### src/rtl/addsub_pkg.sv
package addsub_pkg;

  typedef enum logic [3:0] {
    OP_ADD_IMM   = 4'd0,
    OP_ADD_SHIMM = 4'd1,
    OP_ADD_PCREL = 4'd2,
    OP_ADD_REG   = 4'd3,
    OP_SUBF_REG  = 4'd4,
    OP_SUBF_IMM  = 4'd5,
    OP_ADD_EXT   = 4'd6,
    OP_SUBF_EXT  = 4'd7,
    OP_ADD_ME    = 4'd8,
    OP_SUBF_ME   = 4'd9,
    OP_ADD_ZE    = 4'd10,
    OP_SUBF_ZE   = 4'd11,
    OP_NEG       = 4'd12,
    OP_ADD_OVCIN = 4'd13,
    OP_RSVD_14   = 4'd14,
    OP_RSVD_15   = 4'd15
  } op_e;

  typedef enum logic [1:0] {
    A_REG  = 2'd0,
    A_ZERO = 2'd1,
    A_NIA  = 2'd2
  } asel_e;

  typedef enum logic [2:0] {
    B_REG   = 3'd0,
    B_IMM   = 3'd1,
    B_SHIMM = 3'd2,
    B_PCIMM = 3'd3,
    B_ONES  = 3'd4,
    B_ZERO  = 3'd5
  } bsel_e;

  typedef enum logic [1:0] {
    C_ZERO = 2'd0,
    C_ONE  = 2'd1,
    C_CA   = 2'd2,
    C_OV   = 2'd3
  } csel_e;

  typedef struct packed {
    asel_e aSel;
    logic  invA;
    bsel_e bSel;
    csel_e cSel;
  } strobe_t;

endpackage

### src/rtl/addsub_ctrl.sv
module addsub_ctrl
  import addsub_pkg::*;
#(
  parameter int IDXW = 5
) (
  input  logic [3:0]      opSel,
  input  logic [IDXW-1:0] raIndex,
  output strobe_t         strobe
);

  logic raZero;
  assign raZero = (raIndex == '0);

  always_comb begin
    strobe = '{aSel: A_REG, invA: 1'b0, bSel: B_REG, cSel: C_ZERO};
    case (op_e'(opSel))
      OP_ADD_IMM: begin
        strobe.aSel = raZero ? A_ZERO : A_REG;
        strobe.bSel = B_IMM;
      end
      OP_ADD_SHIMM: begin
        strobe.aSel = raZero ? A_ZERO : A_REG;
        strobe.bSel = B_SHIMM;
      end
      OP_ADD_PCREL: begin
        strobe.aSel = A_NIA;
        strobe.bSel = B_PCIMM;
      end
      OP_ADD_REG: ;
      OP_SUBF_REG: begin
        strobe.invA = 1'b1;
        strobe.cSel = C_ONE;
      end
      OP_SUBF_IMM: begin
        strobe.invA = 1'b1;
        strobe.bSel = B_IMM;
        strobe.cSel = C_ONE;
      end
      OP_ADD_EXT: strobe.cSel = C_CA;
      OP_SUBF_EXT: begin
        strobe.invA = 1'b1;
        strobe.cSel = C_CA;
      end
      OP_ADD_ME: begin
        strobe.bSel = B_ONES;
        strobe.cSel = C_CA;
      end
      OP_SUBF_ME: begin
        strobe.invA = 1'b1;
        strobe.bSel = B_ONES;
        strobe.cSel = C_CA;
      end
      OP_ADD_ZE: begin
        strobe.bSel = B_ZERO;
        strobe.cSel = C_CA;
      end
      OP_SUBF_ZE: begin
        strobe.invA = 1'b1;
        strobe.bSel = B_ZERO;
        strobe.cSel = C_CA;
      end
      OP_NEG: begin
        strobe.invA = 1'b1;
        strobe.bSel = B_ZERO;
        strobe.cSel = C_ONE;
      end
      OP_ADD_OVCIN: strobe.cSel = C_OV;
      default: begin
        strobe.aSel = A_ZERO;
        strobe.bSel = B_ZERO;
      end
    endcase
  end

endmodule

### src/rtl/addsub_datapath.sv
module addsub_datapath
  import addsub_pkg::*;
#(
  parameter int XLEN  = 64,
  parameter int IMMW  = 16,
  parameter int WORDW = 32,
  parameter int DHIW  = 10,
  parameter int DMIDW = 5,
  parameter int DLOW  = 1
) (
  input  strobe_t           strobe,
  input  logic [XLEN-1:0]   raVal,
  input  logic [XLEN-1:0]   rbVal,
  input  logic [IMMW-1:0]   imm,
  input  logic [XLEN-1:0]   nia,
  input  logic [DHIW-1:0]   dHi,
  input  logic [DMIDW-1:0]  dMid,
  input  logic [DLOW-1:0]   dLo,
  input  logic              caIn,
  input  logic              ovIn,
  output logic [XLEN-1:0]   result,
  output logic              carryOut,
  output logic              overflow,
  output logic              carry32,
  output logic              overflow32,
  output logic              lt,
  output logic              gt,
  output logic              eq
);

  localparam int SHW = 2 * IMMW;
  localparam int DW  = DHIW + DMIDW + DLOW;

  logic [IMMW-1:0] dCat;
  logic [XLEN-1:0] immExt, shImmExt, pcImmExt;
  logic [XLEN-1:0] addA, addB, baseA;
  logic            cin;
  logic [XLEN:0]   wideSum;
  logic [WORDW:0]  wordSum;

  assign dCat     = IMMW'({dHi, dMid, dLo});
  assign immExt   = {{(XLEN-IMMW){imm[IMMW-1]}}, imm};
  assign shImmExt = {{(XLEN-SHW){imm[IMMW-1]}}, imm, {IMMW{1'b0}}};
  assign pcImmExt = {{(XLEN-SHW){dCat[DW-1]}}, dCat, {IMMW{1'b0}}};

  always_comb begin
    case (strobe.aSel)
      A_REG:   baseA = raVal;
      A_NIA:   baseA = nia;
      default: baseA = '0;
    endcase
    addA = strobe.invA ? ~baseA : baseA;
  end

  always_comb begin
    case (strobe.bSel)
      B_REG:   addB = rbVal;
      B_IMM:   addB = immExt;
      B_SHIMM: addB = shImmExt;
      B_PCIMM: addB = pcImmExt;
      B_ONES:  addB = '1;
      default: addB = '0;
    endcase
  end

  always_comb begin
    case (strobe.cSel)
      C_ONE:   cin = 1'b1;
      C_CA:    cin = caIn;
      C_OV:    cin = ovIn;
      default: cin = 1'b0;
    endcase
  end

  assign wideSum = {1'b0, addA} + {1'b0, addB} + {{XLEN{1'b0}}, cin};
  assign wordSum = {1'b0, addA[WORDW-1:0]} + {1'b0, addB[WORDW-1:0]}
                 + {{WORDW{1'b0}}, cin};

  assign result     = wideSum[XLEN-1:0];
  assign carryOut   = wideSum[XLEN];
  assign carry32    = wordSum[WORDW];
  assign overflow   = (addA[XLEN-1] == addB[XLEN-1]) &&
                      (wideSum[XLEN-1] != addA[XLEN-1]);
  assign overflow32 = (addA[WORDW-1] == addB[WORDW-1]) &&
                      (wordSum[WORDW-1] != addA[WORDW-1]);

  assign eq = (wideSum[XLEN-1:0] == '0);
  assign lt = wideSum[XLEN-1];
  assign gt = !eq && !wideSum[XLEN-1];

endmodule

### src/rtl/int_addsub_unit.sv
module int_addsub_unit
  import addsub_pkg::*;
#(
  parameter int XLEN  = 64,
  parameter int IMMW  = 16,
  parameter int IDXW  = 5,
  parameter int DMIDW = 5,
  parameter int DLOW  = 1,
  localparam int DHIW = IMMW - DMIDW - DLOW
) (
  input  logic [3:0]       opSel,
  input  logic [IDXW-1:0]  raIndex,
  input  logic [XLEN-1:0]  raVal,
  input  logic [XLEN-1:0]  rbVal,
  input  logic [IMMW-1:0]  imm,
  input  logic [XLEN-1:0]  nia,
  input  logic [DHIW-1:0]  dHi,
  input  logic [DMIDW-1:0] dMid,
  input  logic [DLOW-1:0]  dLo,
  input  logic             caIn,
  input  logic             ovIn,
  output logic [XLEN-1:0]  result,
  output logic             carryOut,
  output logic             overflow,
  output logic             carry32,
  output logic             overflow32,
  output logic             lt,
  output logic             gt,
  output logic             eq
);

  strobe_t strobe;

  addsub_ctrl #(.IDXW(IDXW)) u_ctrl (
    .opSel   (opSel),
    .raIndex (raIndex),
    .strobe  (strobe)
  );

  addsub_datapath #(
    .XLEN(XLEN), .IMMW(IMMW), .WORDW(XLEN/2),
    .DHIW(DHIW), .DMIDW(DMIDW), .DLOW(DLOW)
  ) u_dp (
    .strobe     (strobe),
    .raVal      (raVal),
    .rbVal      (rbVal),
    .imm        (imm),
    .nia        (nia),
    .dHi        (dHi),
    .dMid       (dMid),
    .dLo        (dLo),
    .caIn       (caIn),
    .ovIn       (ovIn),
    .result     (result),
    .carryOut   (carryOut),
    .overflow   (overflow),
    .carry32    (carry32),
    .overflow32 (overflow32),
    .lt         (lt),
    .gt         (gt),
    .eq         (eq)
  );

endmodule

### config.mk
export PLATFORM = sky130hd
export DESIGN_NAME = int_addsub_unit
export DESIGN_NICKNAME = d
export VERILOG_FILES = /design/src/rtl/addsub_pkg.sv /design/src/rtl/addsub_ctrl.sv /design/src/rtl/addsub_datapath.sv /design/src/rtl/int_addsub_unit.sv
export SDC_FILE = /design/constraint.sdc
export NUM_CORES = 1
export LEC_CHECK = 0
export ABC_AREA = 1
export BUFFER_PORTS_ARGS = -buffer_cell sky130_fd_sc_hd__buf_4
export CORE_ASPECT_RATIO = 0.5
export CORE_MARGIN = 3
export CORE_UTILIZATION = 35
export DETAILED_ROUTE_END_ITERATION = 8
export MAX_ROUTING_LAYER = met4
export SLEW_MARGIN = 5
export SYNTH_ARGS = -nofsm -noshare
export SYNTH_HDL_FRONTEND = slang
export SYNTH_SLANG_ARGS = --single-unit
### constraint.sdc
create_clock -name vclk -period 10.3
set_input_delay 0.515 -clock vclk [all_inputs]
set_output_delay 0.515 -clock vclk [all_outputs]
set_load 0.005 [all_outputs]
==> Word-level counts from Yosys, hierarchy flattened <==
Index checks and enable logic that the tools add are counted.
W data, S select, Z words.
{ "classes": {"reduce_logical": 18, "n_mux": 9, "n_mul": 0, "n_lt_le_gt_ge": 0, "eq_ne": 25, "n_addsub": 4, "div_mod_pow": 0, "bitwise_logic": 1, "n_shift": 0} }
{ "op_table": {"columns": ["cell", "n"], "rows": [
  ["$pmux W64 S5", 1],
  ["$pmux W64 S2", 1],
  ["$add A64 B64 Y65", 1],
  ["$add A65 B1 Y65", 1],
  ["$logic_not A64 Y1", 1],
  ["$mux W64", 1],
  ["$not A64 Y64", 1],
  ["$add A32 B32 Y33", 1],
  ["$add A33 B1 Y33", 1],
  ["$eq A4 B4 Y1 const B", 6],
  ["$eq A4 B3 Y1 const B", 4],
  ["$pmux W3 S5", 1],
  ["$pmux W2 S3", 2],
  ["$reduce_or A6 Y1", 2],
  ["$reduce_or A11 Y1", 1],
  ["$eq A4 B2 Y1 const B", 2],
  ["$eq A2 B2 Y1 const B", 3],
  ["$eq A3 B2 Y1 const B", 2],
  ["$reduce_or A2 Y1", 3],
  ["$logic_not A5 Y1", 1],
  ["$reduce_or A5 Y1", 1],
  ["$eq A4 B1 Y1 const B", 1],
  ["$logic_not A4 Y1", 1],
  ["$eq A3 B1 Y1 const B", 1],
  ["11 further kinds", 17]
]} }
{ "totals": {"elab_cells": 57, "rom_bits": 0, "ramBits": 0, "latch_bits": 0, "regBits": 0, "n_memories": 0} }

==> Logic depth before layout (Yosys ltp) <==
{ "logic_depth": {"word_depth": 12, "depth_mapped": 35} }

==> Modules after synthesis <==
From an unflattened synthesis, not the netlist that was laid out.
{ "unflattened": {"hier_cells": 2009, "area_unflattened_um2": 9409.0} }
{ "by_module_without_submodules": {"columns": ["mod", "cells_each", "instances", "seq_area_each_um2", "area_each_um2"], "rows": [
  ["addsub_datapath", 1969, 1, 0.0, 9205.1],
  ["addsub_ctrl", 40, 1, 0.0, 203.9]
]} }

==> Worst setup path before layout <==
No wires, ideal clock.
{ "synth_path": {"path_kind": "input to output", "startpoint": "input opSel[3]", "endpoint": "output eq", "setup_slack_ps": 5826, "required_time_ps": 9785, "n_path_buf": 1, "arrival_time_ps": 3959, "stages": 30, "cell_sequence": "nor2_1 -> inv_1 -> nor2_1 -> inv_2 -> nor2_4 -> a211o_1 -> clkbuf_1 -> o21ai_0 -> xor2_1 -> fa_1 -> fa_1 -> inv_1 -> nand3_1 -> nand2_2 -> nand2_1 -> nand2_2 -> nand2_1 -> nand2_1 -> nand2_1 -> nand2_1 -> nand2_1 -> nand2_1 -> nand2_1 -> nand2_1 -> nand2_1 -> nor2_1 -> nand2_1 -> nor2_1 -> nand2_1 -> nor2_1"} }
{ "synth_between": {"elab_chain_cells": 10} }
{ "synth_rtl": {"columns": ["item", "line", "text"], "rows": [
  ["from (decl)", "int_addsub_unit.sv:11", "input logic [3:0] opSel,"],
  ["$eq A4 B2 Y1 (tied with other cells)", "addsub_ctrl.sv:16", "case (op_e'(opSel))"],
  ["$reduce_or A11 Y1 (no line) or $reduce_or A2 Y1 (tied branches)", null, null],
  ["$pmux W2 S3", "addsub_ctrl.sv:16", null],
  ["$eq A2 B2 Y1 or $logic_not A2 Y1 (tied branches)", "addsub_datapath.sv:47", "case (strobe.aSel)"],
  ["$pmux W64 S2", "addsub_datapath.sv:47", null],
  ["$not A64 Y64", "addsub_datapath.sv:52", "addA = strobe.invA ? ~baseA : baseA;"],
  ["$mux W64", "addsub_datapath.sv:52", null],
  ["$add A64 B64 Y65", "addsub_datapath.sv:75", "assign wideSum = {1'b0, addA} + {1'b0, addB} + {{XLEN{1'b0}}, cin};"],
  ["$add A65 B1 Y65 *", "addsub_datapath.sv:75", null],
  ["$logic_not A64 Y1 *", "addsub_datapath.sv:87", "assign eq = (wideSum[XLEN-1:0] == '0);"],
  ["to (decl)", "int_addsub_unit.sv:29", "output logic eq"]
]} }
Mark *: on every way between the ends. The rest lies on a longest branch, timed or not.

==> Final worst setup path <==
{ "layout_path": {"startpoint": "input opSel[3]", "endpoint": "output gt"} }
{ "layout_between": {"elab_chain_cells": 12} }
{ "layout_rtl": {"columns": ["item", "line", "text"], "rows": [
  ["$eq A4 B2 Y1 (tied with other cells)", "addsub_ctrl.sv:16", null],
  ["$reduce_or A11 Y1 (no line) or $reduce_or A2 Y1 (tied branches)", null, null],
  ["$pmux W2 S3", "addsub_ctrl.sv:16", null],
  ["$eq A2 B2 Y1 or $logic_not A2 Y1 (tied branches)", "addsub_datapath.sv:47", null],
  ["$pmux W64 S2", "addsub_datapath.sv:47", null],
  ["$not A64 Y64", "addsub_datapath.sv:52", null],
  ["$mux W64", "addsub_datapath.sv:52", null],
  ["$add A64 B64 Y65", "addsub_datapath.sv:75", null],
  ["$add A65 B1 Y65 *", "addsub_datapath.sv:75", null],
  ["$logic_not A64 Y1", "addsub_datapath.sv:87", null],
  ["$logic_not A1 Y1", "addsub_datapath.sv:89", "assign gt = !eq && !wideSum[XLEN-1];"],
  ["$logic_and A1 B1 Y1 *", "addsub_datapath.sv:89", null],
  ["to (decl)", "int_addsub_unit.sv:28", "output logic gt,"]
]} }
Marks and branches as above.

==> metrics.txt <==
LEAKAGE=7.769 nW; Initial Util=36.41%; register area=0 sq um; final worst setup slack=4104 ps; routed vias/inst=about 4.7; sw frac=63.46%; antenna violations before repair=2; period utilization=approximately three fifths; Max Clock Freq=around 0.16 GHz; post-layout instance area=roughly 0.012 sq mm; first-pass GRT wire length=roughly 66 mm; Post-Syn Area=between 0.009 and 0.01 sq mm; layout cells sized above 1=around 17%; DR DRC count=0; Net Sw Power=slightly above 1 mW; WL met2=around 20 mm; worst ir drop on vdd=around 42 uV; GPL Wtd Cong=roughly 1; CP startpoint kind=input pin; Row Count=41; clock network power share=0%; met3 routed WL=about 2.7 mm; chip height=121.8 microns; CP Data Required Time=9790 ps; die area=0.02896 sq mm; worst hold-check path type=input pin to output port; complex-gate fraction of the synthesized area=between 9 and 10%; sequential fraction of the synthesis area=0%; power per cell area=roughly 140 mW/mm^2; Final setup viols=0; setup tns final=0 ps; Cell Count, Final, Fillers Out=between 2,000 and 3,000; hold slack=1566 ps; relative slew slack=between 50% and 60%; Most common cell on crit path=nand2_1; CP peak stage delay=roughly 610 ps; detailed placement HPWL=39.88 mm; FFs & Latches=0; fin util=a little under half; Synth area leader=nand2_1; Commonest cells post-synth=nand2_1, inv_1, nor2_1; dpl cell area=0.01202 sq mm; adder-cell share of the synthesized area=under 10%; min cycle time layout=6196 ps; top routing layer used=met4; slowest cell on the critical path=buf_4; CLK BUF=0; most numerous cell in the Yosys netlist=nand2_1; WHS Endpoint=carryOut; Avg Cell Area, Syn=roughly 4.7 sq um; Core ar.=0.02580 sq mm; postcts setup bufs=0; Slew Limit Fails=0; Internal Power=0.5942 mW; status=finished clean; Routed Antenna Nets=0; worst-path fanout max=between 60 and 70; largest net degree at the start of global routing=70; hold_buf cts=0; post-CTS sizing=0; Avg WL per Cell=about 17 microns; Post-Synth Simple-Gate Area=roughly half; RSZ-0062 raised after global routing=no; Global Route Usage Sum=between 30% and 40%; met1 WL=between 20 and 25 mm; Routed WL=between 40 and 50 mm; post-synth top area share=34.32%; Data arrival, critical path=~5700 ps; warnings from Yosys=0; Place WS=between 4000 and 5000 ps; Starting DRT DRC Count=about 960; Syn Nets=~2,300; mux contribution to synthesized area=0%; Die X=between 200 and 250 microns; Power, Total=between 1.5 and 2 mW; Pre-Repair DR Iteration Count=5; area grow syn2layout=27.94%; gr ovfl total=0; Yosys cell types=38; sequential share of power=0%; main combinational cell family by area after synthesis=simple AND/OR/NAND/NOR gates; # placed instances=roughly 2,600; vias in the first global route=between 10,000 and 15,000; hold path depth=6; MaxCap Viol Count=0; post-synthesis xor/xnor area fraction=~7.6%; endpoints failing hold=0; top cells by area, synth=nand2_1, inv_1, ha_1, xor2_1, nor2_1; Mapped Cells=2,019; Worst-Margin Slew=~730 ps; min-delay src=rbVal[63]; num ports=approximately 310; Layout Nets=2,599; Port-buffer cells=a little over 300; Setup CP Type=input pin to output port; Crit. End Element=output port; Logic pwr share=100.0%; Vias=approximately 13,000
-- metal layers --
| metal | global-route usage [%] | vias to the layer above |
|---|---|---|
| met1 | 42.26 | 5577 |
| met3 | 2.171 | 37 |
| li1 | - | 6531 |
| met2 | 50.29 | 386 |
| met5 | - | - |
| met4 | 4.097 | 0 |
-- worst max-delay path, delay by kind of cell --
family                     cells  cell delay [ps]
xor gates and xnor gates       1              150
and+or+nand+nor               20             2640
buffers and inverters          7             1140
adders and majority gates      2              890
AOI/OAI and AO/OA              1              240
-- power by group through the flow --
stage	combinational (mW)	sequential, mW	clock (mW)
after CTS	1.62	0	0
after global placement	1.62	0	0
final	1.63	0	0.000000114
after floorplan	0.950	0	0
after detailed placement	1.61	0	0
after global routing	1.81	0	0.000000114
-- how the worst max path moves through the flow --
stage / endpoint / start / slack [ps]
after floorplan: eq / opSel[3] / 5830
after global placement: gt / opSel[3] / 4220
after detailed placement: gt / opSel[3] / 4240
after CTS: gt / opSel[3] / 4240
after global routing: gt / opSel[3] / 3740
final: gt / opSel[3] / 4100
-- kinds of logic after synthesis --
| kind of cell | count (synthesis) |
|---|---|
| and+or+nand+nor | 1168 |
| adders and majority gates | 65 |
| AOI/OAI and AO/OA | 162 |
| xor gates and xnor gates | 81 |
| buffers and inverters | 543 |
-- area by class of cell --
| type | instances | area, sq um |
|---|---|---|
| fillers | 3096 | 13780 |
| multi-input cells | 1476 | 7330 |
| repair buffers | 313 | 2350 |
| inverters | 508 | 1907 |
| well taps | 344 | 430.4 |
| diodes | 1 | 2.502 |
-- cell usage in the layout, fill, tap and decap left out, drive strengths merged, types with 9 or more instances in the layout --
master   Yosys  layout
nand3b      20      20
nor3        18      18
nand2      888     888
inv        504     504
o21ai       83      83
o2111ai     14      14
nand4       17      17
a21oi       56      56
ha          63      63
buf         14     313
xnor2        9       9
nand3       60      60
xor2        72      72
nor2       153     153
(Power assumes the default switching activity.)
